<file path="src/rtl/slice_pkg.sv">
`timescale 1ns/1ps
package slice_pkg;

  localparam int CFG_BITS = 3;

  localparam logic [1:0] MODE_PASS = 2'b00;
  localparam logic [1:0] MODE_SEND = 2'b01;
  localparam logic [1:0] MODE_TAKE = 2'b10;
  localparam logic [1:0] MODE_RSVD = 2'b11;

  // strobes from control to datapath
  typedef struct packed {
    logic addrSample;
    logic matchClear;
  } dpStrobe_t;

endpackage

</file>
<file path="src/rtl/slice_pixel.sv">
`timescale 1ns/1ps
module slice_pixel
  import slice_pkg::*;
(
  input  logic       chIn,
  input  logic       txBit,
  input  logic       addrBit,
  input  logic [1:0] modeBits,
  output logic       nextOut,
  output logic       capBit,
  output logic       isRx,
  output logic       addrOk
);

  logic isTx;

  always_comb begin
    isTx    = (modeBits == MODE_SEND);
    isRx    = (modeBits == MODE_TAKE);
    // outgoing mux: local bit or channel bit (reserved code acts as pass)
    nextOut = isTx ? txBit : chIn;
    // extraction mux toward the column line
    capBit  = isRx ? chIn : 1'b0;
    // comparator only matters for receiving pixels
    addrOk  = ~isRx | (chIn ~^ addrBit);
  end

endmodule

</file>
<file path="src/rtl/slice_ctrl.sv">
`timescale 1ns/1ps
module slice_ctrl
  import slice_pkg::*;
#(
  parameter int NPIX = 32
) (
  input  logic                     clk,
  input  logic                     rstN,
  input  logic                     cfgIn,
  input  logic                     cfgShift,
  input  logic                     cfgLoad,
  input  logic                     addrPhase,
  output logic [NPIX*CFG_BITS-1:0] activeCfg,
  output dpStrobe_t                strobe
);

  localparam int CHAIN = NPIX * CFG_BITS;

  logic [CHAIN-1:0] chainReg;

  always_ff @(posedge clk) begin
    if (!rstN) begin
      chainReg  <= '0;
      activeCfg <= '0;
    end else begin
      if (cfgShift) chainReg <= {chainReg[CHAIN-2:0], cfgIn};
      if (cfgLoad)  activeCfg <= chainReg;
    end
  end

  always_comb begin
    strobe.matchClear = cfgLoad;
    strobe.addrSample = addrPhase & ~cfgLoad;
  end

endmodule

</file>
<file path="src/rtl/slice_datapath.sv">
`timescale 1ns/1ps
module slice_datapath
  import slice_pkg::*;
#(
  parameter int ROWS = 4,
  parameter int COLS = 8
) (
  input  logic                          clk,
  input  logic                          rstN,
  input  logic [ROWS*COLS-1:0]          chanIn,
  input  logic [COLS-1:0]               txWord,
  input  logic [ROWS*COLS*CFG_BITS-1:0] activeCfg,
  input  dpStrobe_t                     strobe,
  output logic [ROWS*COLS-1:0]          chanOut,
  output logic [COLS-1:0]               rxWord,
  output logic                          rxValid,
  output logic                          cfgError,
  output logic [COLS-1:0]               colHasRx
);

  localparam int NPIX = ROWS * COLS;

  logic [NPIX-1:0] nextOut;
  logic [NPIX-1:0] capBit;
  logic [NPIX-1:0] isRx;
  logic [NPIX-1:0] addrOk;
  logic [COLS-1:0] colCap;
  logic [COLS-1:0] colMulti;
  logic            allMatch;

  for (genvar r = 0; r < ROWS; r++) begin : g_row
    for (genvar c = 0; c < COLS; c++) begin : g_col
      localparam int P = r * COLS + c;
      slice_pixel u_pix (
        .chIn    (chanIn[P]),
        .txBit   (txWord[c]),
        .addrBit (activeCfg[CFG_BITS*P]),
        .modeBits(activeCfg[CFG_BITS*P+1 +: 2]),
        .nextOut (nextOut[P]),
        .capBit  (capBit[P]),
        .isRx    (isRx[P]),
        .addrOk  (addrOk[P])
      );
    end
  end

  // column combine and duplicate-receiver detection
  always_comb begin
    colCap   = '0;
    colHasRx = '0;
    colMulti = '0;
    for (int r = 0; r < ROWS; r++) begin
      for (int c = 0; c < COLS; c++) begin
        colCap[c]   = colCap[c] | capBit[r*COLS+c];
        colMulti[c] = colMulti[c] | (colHasRx[c] & isRx[r*COLS+c]);
        colHasRx[c] = colHasRx[c] | isRx[r*COLS+c];
      end
    end
    cfgError = |colMulti;
    allMatch = &addrOk;
  end

  always_ff @(posedge clk) begin
    if (!rstN) begin
      chanOut <= '0;
      rxWord  <= '0;
      rxValid <= 1'b0;
    end else begin
      chanOut <= nextOut;
      rxWord  <= colCap;
      if (strobe.matchClear)      rxValid <= 1'b0;
      else if (strobe.addrSample) rxValid <= allMatch;
    end
  end

endmodule

</file>
<file path="src/rtl/optical_slice.sv">
`timescale 1ns/1ps
module optical_slice
  import slice_pkg::*;
#(
  parameter int ROWS = 4,
  parameter int COLS = 8
) (
  input  logic                 clk,
  input  logic                 rstN,
  input  logic [ROWS*COLS-1:0] chanIn,
  output logic [ROWS*COLS-1:0] chanOut,
  input  logic [COLS-1:0]      txWord,
  output logic [COLS-1:0]      rxWord,
  output logic                 rxValid,
  input  logic                 cfgIn,
  input  logic                 cfgShift,
  input  logic                 cfgLoad,
  input  logic                 addrPhase,
  output logic                 cfgError
);

  localparam int NPIX = ROWS * COLS;

  logic [NPIX*CFG_BITS-1:0] activeCfg;
  logic [COLS-1:0]          colHasRx;
  dpStrobe_t                strobe;

  slice_ctrl #(.NPIX(NPIX)) u_ctrl (
    .clk      (clk),
    .rstN     (rstN),
    .cfgIn    (cfgIn),
    .cfgShift (cfgShift),
    .cfgLoad  (cfgLoad),
    .addrPhase(addrPhase),
    .activeCfg(activeCfg),
    .strobe   (strobe)
  );

  slice_datapath #(.ROWS(ROWS), .COLS(COLS)) u_dp (
    .clk      (clk),
    .rstN     (rstN),
    .chanIn   (chanIn),
    .txWord   (txWord),
    .activeCfg(activeCfg),
    .strobe   (strobe),
    .chanOut  (chanOut),
    .rxWord   (rxWord),
    .rxValid  (rxValid),
    .cfgError (cfgError),
    .colHasRx (colHasRx)
  );

endmodule

</file>
<file path="config.mk">
export PLATFORM = sky130hd
export DESIGN_NAME = optical_slice
export DESIGN_NICKNAME = d
export VERILOG_FILES = /design/src/rtl/slice_pkg.sv /design/src/rtl/slice_pixel.sv /design/src/rtl/slice_ctrl.sv /design/src/rtl/slice_datapath.sv /design/src/rtl/optical_slice.sv
export SDC_FILE = /design/constraint.sdc
export NUM_CORES = 1
export LEC_CHECK = 0
export ABC_AREA = 1
export BUFFER_PORTS_ARGS = -buffer_cell sky130_fd_sc_hd__buf_4
export CORE_MARGIN = 2
export CORE_UTILIZATION = 50
export DETAILED_ROUTE_END_ITERATION = 8
export PLACE_DENSITY = 0.69
export SLEW_MARGIN = 20
export SYNTH_ARGS = -nofsm -noshare
export SYNTH_HDL_FRONTEND = slang
export SYNTH_SLANG_ARGS = --single-unit
</file>
<file path="constraint.sdc">
create_clock -name clk -period 1.5 [get_ports clk]
set_input_delay 0.15 -clock clk [delete_from_list [all_inputs] [get_ports clk]]
set_output_delay 0.15 -clock clk [all_outputs]
set_load 0.05 [all_outputs]
</file>
Word-level counts from Yosys, hierarchy flattened:

Index checks and enable logic that the tools add are counted.

* reductions and logical operators: 3
* equal/unequal tests: 64
* mux-type cells: 64
* bitwise gates (word level): 179

Operators by type and width (count)
* 1-bit OR: 88
* 2-bit by 1-bit equality test with 1-bit output (second input constant): 32
* 2-bit equality test (second input constant): 32
* 1-bit 2-to-1 mux: 64
* 1-bit inverter: 34
* 32-bit AND reduction: 1
* 1-bit bitwise XNOR: 32
* 1-bit bitwise AND: 25
* 8-bit OR reduction: 1
* 2-bit OR reduction: 1

* bits in registers: 233
* word-level logic and storage cells: 315
* input port bits: 46

Logic depth before layout (Yosys ltp):

Gate-level depths: netlist of the first run.

* depth after elaboration: 6
* mapped depth: 10
* mapped depth without buffers: 9

By module:

From an unflattened synthesis of the first run, not the netlist that was laid out.

* cell total of the unflattened synthesis: 1752
* area, all modules: 10735.3 sq um

By module, submodules not included
* slice_ctrl: times used 1, area an instance 7444.6 sq um, sequential area each 3843.7 sq um, cells each 1123
* slice_datapath: times used 1, area an instance 1649.1 sq um, sequential area each 820.8 sq um, cells each 245
* slice_pixel: times used 32, area an instance 51.3 sq um, sequential area each 0.0 sq um, cells each 12

Least setup slack after synthesis of the first run:

No wires, ideal clock.

* kind: register -> output
* start point: register u_ctrl.activeCfg[11]
* end point: output cfgError
* buffers on the path: 0
* setup slack: 0.097 ns
* stages on the path, launching flop included: 9
* arrival time: 1.253 ns
* cells stage by stage: dfxtp_1 > inv_1 > nor2_1 > inv_1 > nand2_1 > o21ai_0 > nand4_1 > nor2_1 > nand3b_1

* cells in the longest elaborated chain, start to end: 6
* elaborated cells on any way between the ends: 9
* classes of those cells: eq/ne (1); bitwise (7); reduce/logical (1)

RTL lines
* from (decl): line slice_ctrl.sv:13 `output logic [NPIX*CFG_BITS-1:0] activeCfg,`
* from (signal assigned): line slice_ctrl.sv:27 `if (cfgLoad) activeCfg <= chainReg;`
* 2-bit equality test (*): line slice_pixel.sv:19 `isRx = (modeBits == MODE_TAKE);`
* 1-bit OR: line slice_datapath.sv:56 `colHasRx[c] = colHasRx[c] | isRx[r*COLS+c];`
* 1-bit bitwise AND / 1-bit OR (equally long branches): line slice_datapath.sv:55, slice_datapath.sv:56
* 1-bit OR / 1-bit bitwise AND (equally long branches): line slice_datapath.sv:55 `colMulti[c] = colMulti[c] | (colHasRx[c] & isRx[r*COLS+c]);`
* 1-bit OR (*): line slice_datapath.sv:55
* 8-bit OR reduction (*): line slice_datapath.sv:59 `cfgError = |colMulti;`
* to (decl): line optical_slice.sv:19 `output logic cfgError`

Mark *: on every way between the ends. The rest lies on a longest branch, timed or not.

Worst setup path after layout of the first run:

* start point: register u_ctrl.activeCfg[47]
* end point: output cfgError

Same word-level chain as after synthesis.

==> metrics.txt, run 1 <==
# TYPE chip_impl_metric gauge
chip_impl_metric{name="cts_buffers",unit=""} 25
chip_impl_metric{name="timing.critical_path.slowest_cell_delay",unit="ns"} 0.31
chip_impl_metric{name="port_buffers",unit=""} 87
chip_impl_info{name="worstReg2RegStart",value="u_ctrl.activeCfg[17]"} 1
chip_impl_info{name="synth_top_cell_by_area",value="dfxtp_1"} 1
chip_impl_metric{name="fin_crit_sh",unit="%"} 135
chip_impl_metric{name="dp.final_hpwl",unit="µm"} 16600
chip_impl_info{name="clk_root_buffer_cell",value="clkbuf_16"} 1
chip_impl_info{name="element_type_at_the_critical_path_end",value="output pin"} 1
chip_impl_metric{name="finalClockSkew",unit="ns"} 0.0124
chip_impl_info{name="synthFlopType",value="dfxtp_1"} 1
chip_impl_info{name="critical_path_cell_sequence",value="inv_2 -> nor2_4 -> buf_6 -> nand2_2 -> o2111ai_2 -> nor3_2 -> nand3b_1 -> buf_6"} 1
chip_impl_metric{name="finalCriticalPeriod",unit="ns"} 2.02
chip_impl_metric{name="clock_latency",unit="ns"} 0.53
chip_impl_metric{name="wire_length_of_the_first_global_routing_pass",unit="µm"} 40900
chip_impl_metric{name="p_leak",unit="nW"} 5.11
chip_impl_info{name="hold_crit_class",value="in2reg"} 1
chip_impl_metric{name="ir_drop",unit="mV"} 1.14
chip_impl_metric{name="worst_ep_required_time",unit="ns"} 1.35
chip_impl_metric{name="hold-worst-slack",unit="ns"} -0.0106
chip_impl_metric{name="postSynthCellCount",unit=""} 1252
chip_impl_metric{name="via_count_of_the_first_global_routing_pass",unit=""} 7823
chip_impl_metric{name="total_wire_length",unit="µm"} 25600
chip_impl_metric{name="ctsLongestPathBuffers",unit=""} 3
chip_impl_metric{name="yosysSeqAreaShare",unit="%"} 50.6
chip_impl_info{name="synth.area.top_cells",value="dfxtp_1 (51%), o21ai_0 (12%), nor2_1 (11%)"} 1
chip_impl_metric{name="drt_pass1_iterations",unit=""} 6
chip_impl_metric{name="antenna_cells",unit=""} 0
chip_impl_metric{name="cts-htree-levels",unit=""} 1
chip_impl_metric{name="synth_top_area_share",unit="%"} 50.6
chip_impl_metric{name="die_x",unit="µm"} 140
chip_impl_metric{name="maxClockFrequency",unit="MHz"} 494
chip_impl_metric{name="syn_nets",unit=""} 1298
chip_impl_metric{name="drive_above_1_share",unit="%"} 21.5
chip_impl_metric{name="number_of_antenna_violations_at_the_first_check_in_global_routing",unit=""} 0
chip_impl_info{name="worstHoldStart",value="chanIn[5]"} 1
chip_impl_info{name="status",value="finished, violations left"} 1
chip_impl_metric{name="cts.clk_slew.worst_paths",unit="ns"} 0.06
chip_impl_info{name="failing_checks",value="hold timing, setup timing"} 1
chip_impl_metric{name="drcViolationCount",unit=""} 0
chip_impl_metric{name="synth-edff-count",unit=""} 0
chip_impl_metric{name="layout-area-overhead-vs-synth",unit="%"} 27.1
chip_impl_metric{name="postLayoutCoreUtil",unit="%"} 65.0
chip_impl_metric{name="slew_violations",unit=""} 0
chip_impl_metric{name="drt-initial-drc-count",unit=""} 785
chip_impl_metric{name="initial_util",unit="%"} 51.2
chip_impl_info{name="rsz0062_at_grt",value="yes"} 1
chip_impl_metric{name="routed-via-count",unit=""} 8570
chip_impl_metric{name="cap_viol_max_count",unit=""} 0
chip_impl_metric{name="rows",unit=""} 49
chip_impl_metric{name="gp_congestion",unit=""} 1.01
chip_impl_metric{name="clkSinkCount",unit=""} 233
chip_impl_info{name="crit_path_start",value="u_ctrl.activeCfg[47]"} 1
chip_impl_metric{name="top_level_ports",unit=""} 88
chip_impl_metric{name="area_of_the_mapped_netlist",unit="mm²"} 0.00922
chip_impl_metric{name="total_global_route_track_usage",unit="%"} 25.8
chip_impl_info{name="slowest_stage",value="dfxtp_2"} 1
chip_impl_metric{name="synth.lib_cells_used.distinct",unit=""} 26
chip_impl_metric{name="max_slew_margin",unit="%"} 67.8
chip_impl_metric{name="setup_viol_count_final",unit=""} 2
chip_impl_metric{name="report.final.hold_viol_count",unit=""} 1
chip_impl_info{name="tritoncts_clock_tree",value="yes"} 1
chip_impl_metric{name="powerDensity",unit="mW/mm²"} 1300
chip_impl_metric{name="post-route-worst-setup-slack",unit="ns"} -0.524
chip_impl_metric{name="worstPathMaxFanout",unit=""} 2
chip_impl_info{name="critical_path_class",value="reg2out"} 1
chip_impl_metric{name="fp.coreArea",unit="mm²"} 0.0180
chip_impl_metric{name="vias_per_cell",unit=""} 5.23
chip_impl_metric{name="final_net_count",unit=""} 1439
chip_impl_metric{name="worstPathArrival",unit="ns"} 1.87
chip_impl_info{name="path_common_cell",value="buf_6"} 1
chip_impl_metric{name="floorplan.die.height",unit="µm"} 140
chip_impl_metric{name="synth.avg_cell_area",unit="µm²"} 7.37
chip_impl_metric{name="floorplan.die_area",unit="mm²"} 0.0195
chip_impl_metric{name="ant_nets",unit=""} 0
chip_impl_metric{name="maximum_number_of_pins_on_one_net_before_global_route_repair",unit=""} 102
chip_impl_metric{name="wl_per_cell",unit="µm"} 15.6
chip_impl_metric{name="synth-async-reset-ratio",unit="%"} 0
chip_impl_metric{name="overflow",unit=""} 0
chip_impl_metric{name="yosys_warnings",unit=""} 0
chip_impl_info{name="critical_path.startpoint_type",value="flip-flop"} 1
chip_impl_metric{name="synth_seq_cells",unit=""} 233
chip_impl_metric{name="worst-slew-pin-transition",unit="ns"} 0.477
-- logic make-up (layout without fill, tap and decap cells) --
family | count (synthesis) | count (layout) | synth area share, %
compound gates | 360 | 360 | 19.8
xor+xnor | 1 | 1 | 0.0950
buf+inv | 181 | 338 | 8.62
flops | 233 | 233 | 50.6
simple gates | 477 | 477 | 20.9
-- per-stage QoR --
stage	setup TNS (ns)	std cells	total power, W	area, µm²	worst slack [ns]
CTS	-0.771	1636	0.0152	11600	-0.489
detailed placement	-0.0709	1551	0.00888	10300	-0.0709
global placement	-0.0516	1551	0.00886	10300	-0.0516
global route	-0.657	1638	0.0158	11700	-0.524
floorplan	0	1252	0.00816	9220	0.0965
finish	-0.583	1638	0.0152	11700	-0.524
-- power breakdown --
part,switching [W],internal (W)
sequential,0.000233,0.00660
clock,0.00245,0.00377
combinational,0.00135,0.000782
-- sequential cells by signal, indices dropped and copies added (netlist names) --
name,cells
u_dp.chanOut,32
u_dp.rxWord,8
u_dp.rxValid,1
u_ctrl.chainReg,96
u_ctrl.activeCfg,96
-- metal layers --
| layer | part of all wire, % | global-route usage [%] |
|---|---|---|
| met1 | 45 | 35.9 |
| met2 | 45 | 40.8 |
| met3 | 6.2 | 3.61 |
| met4 | 4.3 | 9.89 |
| met5 | 0 | 0 |
-- final timing paths --
path / to / slack [ns] / depth (start not counted)
setup reg to reg: u_dp.chanOut[5] / -0.06 / 12
hold reg to reg: u_ctrl.activeCfg[38] / 0.47 / 2
setup / recovery: cfgError / -0.52 / 8
hold / removal: u_dp.chanOut[5] / -0.01 / 3
-- repair_timing --
action | in CTS | in global routing
pin swaps | 9 | 17
hold buffers | 34 | 0
setup endpoints to repair | 1 | 4
resized for setup | 38 | 67
hold endpoints to repair | 37 | 0
setup buffers | 10 | 6
-- worst max-delay path, delay by kind of cell (launching register included) --
family          cells  cell delay (ns)
simple gates        4             0.53
compound gates      1             0.12
buf+inv             3             0.39
flops               1             0.31
-- synth_stat cells, drive strengths merged (2+ instances only) --
library cell / count
nor2: 289
o22ai: 7
nand4: 5
inv: 114
nand2: 144
o21ai: 234
dfxtp: 233
buf: 40
o2111ai: 2
clkbuf: 26
nand3: 37
a21oi: 117
-- cell usage in the layout, fill, tap and decap left out, drive strengths merged --
cell         Yosys  layout
bufinv           0       2
nand4            5       5
clkinv           1       7
nand3b           1       1
nand3           37      37
xnor2            1       1
nand2          144     144
inv            114     115
a21oi          117     117
clkbuf          26      34
buf             40     146
nor3             1       1
o2111ai          2       2
dlygate4sd3      0      34
o22ai            7       7
nor2           289     289
dfxtp          233     233
o21ai          234     234
-- area by class of cell --
cell class                 instances  area (µm²)
fill                            1590        6300
sequential                       233        4690
multi-input combinational        838        3910
timing repair buffer             180        1560
clock buffer                      34         739
inverter                         115         439
tap                              229         287
clock inverter                     9        98.8
No activity file was read; power rests on OpenSTA's default activity.
==> run 2: changes to the inputs <==
- CTS_CLUSTER_DIAMETER: default -> 40
- MAX_ROUTING_LAYER: default -> met4
==> run 2 against run 1 <==
Net effect: the run ends with setup timing left; power increased by 8.9%; setup slack got worse by 0.020 ns; flip-flop and latch count unchanged.
==> metrics.txt, run 2 (synthesis results as in run 1) <==
# TYPE chip_impl_metric gauge
chip_impl_metric{name="initial_util",unit="%"} 51.2
chip_impl_metric{name="top_level_ports",unit=""} 88
chip_impl_info{name="reg.largest.list",value="u_ctrl.activeCfg (96), u_ctrl.chainReg (96), u_dp.chanOut (32)"} 1
chip_impl_metric{name="routed-via-count",unit=""} 8687
chip_impl_metric{name="floorplan.die.height",unit="µm"} 140
chip_impl_metric{name="via_count_of_the_first_global_routing_pass",unit=""} 7840
chip_impl_metric{name="final_net_count",unit=""} 1444
chip_impl_info{name="status",value="finished, violations left"} 1
chip_impl_metric{name="worst_ep_required_time",unit="ns"} 1.35
chip_impl_metric{name="drcViolationCount",unit=""} 0
chip_impl_metric{name="post-route-worst-setup-slack",unit="ns"} -0.544
chip_impl_metric{name="worst-r2r-setup-slack",unit="ns"} 0.07
chip_impl_metric{name="cellInternalPower",unit="W"} 0.0122
chip_impl_metric{name="setup_viol_count_final",unit=""} 1
chip_impl_info{name="tritoncts_clock_tree",value="yes"} 1
chip_impl_info{name="failing_checks",value="setup timing"} 1
chip_impl_metric{name="finalCriticalPeriod",unit="ns"} 2.04
chip_impl_info{name="critical_path.startpoint_type",value="flip-flop"} 1
chip_impl_info{name="worstReg2RegStart",value="u_ctrl.activeCfg[19]"} 1
chip_impl_metric{name="cts-htree-levels",unit=""} 1
chip_impl_metric{name="layout-area-overhead-vs-synth",unit="%"} 29.4
chip_impl_metric{name="total_wire_length",unit="µm"} 26400
chip_impl_metric{name="slew_violations",unit=""} 0
chip_impl_metric{name="wire_length_of_the_first_global_routing_pass",unit="µm"} 41600
chip_impl_metric{name="report.final.hold_viol_count",unit=""} 0
chip_impl_info{name="layout_common_cells",value="nor2_1 (245), dfxtp_1 (221), o21ai_0 (205)"} 1
chip_impl_metric{name="max_slew_margin",unit="%"} 67.1
chip_impl_metric{name="power_frac_seq",unit="%"} 41.3
chip_impl_metric{name="drive_above_1_share",unit="%"} 20.8
chip_impl_info{name="rr_endpoint",value="u_dp.chanOut[6]"} 1
chip_impl_metric{name="drt-initial-drc-count",unit=""} 759
chip_impl_metric{name="clock_power_share",unit="%"} 45.7
chip_impl_metric{name="powerDensity",unit="mW/mm²"} 1390
chip_impl_info{name="element_type_at_the_critical_path_end",value="output pin"} 1
chip_impl_metric{name="setup_tns",unit="ns"} -0.544
chip_impl_metric{name="ant_nets",unit=""} 0
chip_impl_metric{name="multi_input_area",unit="mm²"} 0.00391
chip_impl_metric{name="finalClockSkew",unit="ns"} 0.00810
chip_impl_metric{name="fp.coreArea",unit="mm²"} 0.0180
chip_impl_metric{name="overflow",unit=""} 0
chip_impl_metric{name="port_buffers",unit=""} 87
chip_impl_metric{name="maximum_number_of_pins_on_one_net_before_global_route_repair",unit=""} 101
chip_impl_metric{name="final.fill_count",unit=""} 1519
chip_impl_metric{name="floorplan.die_area",unit="mm²"} 0.0195
chip_impl_metric{name="number_of_antenna_violations_at_the_first_check_in_global_routing",unit=""} 0
chip_impl_metric{name="cap_viol_max_count",unit=""} 0
chip_impl_metric{name="ff_latch_area",unit="mm²"} 0.00468
chip_impl_metric{name="rows",unit=""} 49
chip_impl_metric{name="dp.final_hpwl",unit="µm"} 16700
chip_impl_metric{name="ctsLongestPathBuffers",unit=""} 3
chip_impl_info{name="rsz0062_at_grt",value="yes"} 1
chip_impl_metric{name="finish.instance_area",unit="mm²"} 0.0119
chip_impl_metric{name="maxClockFrequency",unit="MHz"} 489
chip_impl_metric{name="ir_drop",unit="mV"} 0.977
chip_impl_metric{name="die_x",unit="µm"} 140
chip_impl_metric{name="total_global_route_track_usage",unit="%"} 27.2
chip_impl_metric{name="hold-worst-slack",unit="ns"} 0.0175
chip_impl_metric{name="drt_pass1_iterations",unit=""} 6
chip_impl_metric{name="vias_per_cell",unit=""} 5.27
chip_impl_metric{name="fin_crit_sh",unit="%"} 136
chip_impl_info{name="final_common_cell",value="nor2_1"} 1
chip_impl_metric{name="placed_area",unit="mm²"} 0.0103
chip_impl_metric{name="gp_congestion",unit=""} 1.03
chip_impl_metric{name="worst-slew-pin-transition",unit="ns"} 0.493
chip_impl_metric{name="clkSinkCount",unit=""} 233
chip_impl_info{name="hold_crit_class",value="in2reg"} 1
chip_impl_metric{name="cts.clk_slew.worst_paths",unit="ns"} 0.06
chip_impl_metric{name="power_switching",unit="W"} 0.00438
chip_impl_metric{name="antenna_cells",unit=""} 0
chip_impl_metric{name="p_leak",unit="nW"} 5.19
chip_impl_metric{name="worstPathArrival",unit="ns"} 1.89
chip_impl_info{name="crit_path_start",value="u_ctrl.activeCfg[7]"} 1
chip_impl_info{name="clk_root_buffer_cell",value="clkbuf_16"} 1
chip_impl_metric{name="cts_buffers",unit=""} 29
chip_impl_metric{name="clock_latency",unit="ns"} 0.53
chip_impl_metric{name="worstPathMaxFanout",unit=""} 4
chip_impl_metric{name="r2r_cells",unit=""} 5
chip_impl_metric{name="comb_power_share",unit="%"} 13.0
chip_impl_metric{name="wl_per_cell",unit="µm"} 16.0
chip_impl_info{name="worst_setup_path_endpoint",value="cfgError"} 1
chip_impl_metric{name="holdPathStages",unit=""} 3
chip_impl_metric{name="power.share.switching",unit="%"} 26.5
chip_impl_info{name="critical_path_class",value="reg2out"} 1
-- run 2: cell count changes in the layout (fill, tap and decap cells not counted), moves of 4 or more --
cell           previous run  this run
dlygate4sd3_1            34        39
clkbuf_1                  1         5
clkbuf_16                25        29
clkinv_2                  6         0
dfxtp_1                 214       221
nor2_2                   39        43
bufinv_16                 2         6
dfxtp_2                  19        12
inv_1                    89        95
clkbuf_8                  8         3
inv_2                    24        17
clkinvlp_4                0         4
-- run 2: area by class of cell --
cell class	count	share of cell area [%]
repair buffers	181	13.1
inverters	115	3.70
multi-input cells	838	32.7
clock buffers	37	6.59
well taps	229	2.40
flip-flops and latches	233	39.2
clock inverters	16	2.27
-- run 2: what timing repair did --
item	4_1_cts	5_1_grt
buffers inserted	11	4
hold buffers	38	1
hold endpoints to repair	40	1
resized for setup	37	56
setup endpoints to repair	1	6
cloned	0	0
pin swaps	11	14
-- run 2: per-stage QoR --
step,setup slack [ns],utilization [%],cells,total power (W)
finish,-0.544,66.2,1649,0.0165
global route,-0.596,66.2,1649,0.0171
CTS,-0.529,65.8,1651,0.0165
detailed placement,-0.0843,56.9,1550,0.00888
global placement,-0.0715,56.9,1550,0.00885
floorplan,0.0965,-,1252,0.00816
-- run 2: power groups by stage --
stage / combinational [W] / sequential [W] / clock [W]
2_1_floorplan: 0.000991 / 0.00717 / 0
3_3_place_gp: 0.00191 / 0.00693 / 0
3_5_place_dp: 0.00194 / 0.00694 / 0
4_1_cts: 0.00209 / 0.00682 / 0.00760
5_1_grt: 0.00234 / 0.00688 / 0.00789
6_report: 0.00215 / 0.00683 / 0.00756
-- run 2: routing by layer --
metal | global-route usage, % | wire length (µm)
met5 | - | 0
met2 | 42.1 | 12000
met4 | 9.63 | 871
met1 | 36.7 | 11700
met3 | 3.54 | 1800
-- run 2: how the worst min path moves through the flow --
stage	start	to	slack, ns
finish	txWord[0]	u_dp.chanOut[24]	0.02
global route	txWord[2]	u_dp.chanOut[2]	0.01
CTS	txWord[0]	u_dp.chanOut[24]	0.0007
detailed placement	cfgIn	u_ctrl.chainReg[0]	0.40
global placement	cfgIn	u_ctrl.chainReg[0]	0.38
floorplan	cfgIn	u_ctrl.chainReg[0]	0.28
-- run 2: critical path: stages, from the launching register on --
cell,delay (ns)
dfxtp_2,0.33
inv_1,0.06
nand2_2,0.12
buf_4,0.13
o2111ai_2,0.11
nor3_2,0.20
nand3b_1,0.19
buf_6,0.21
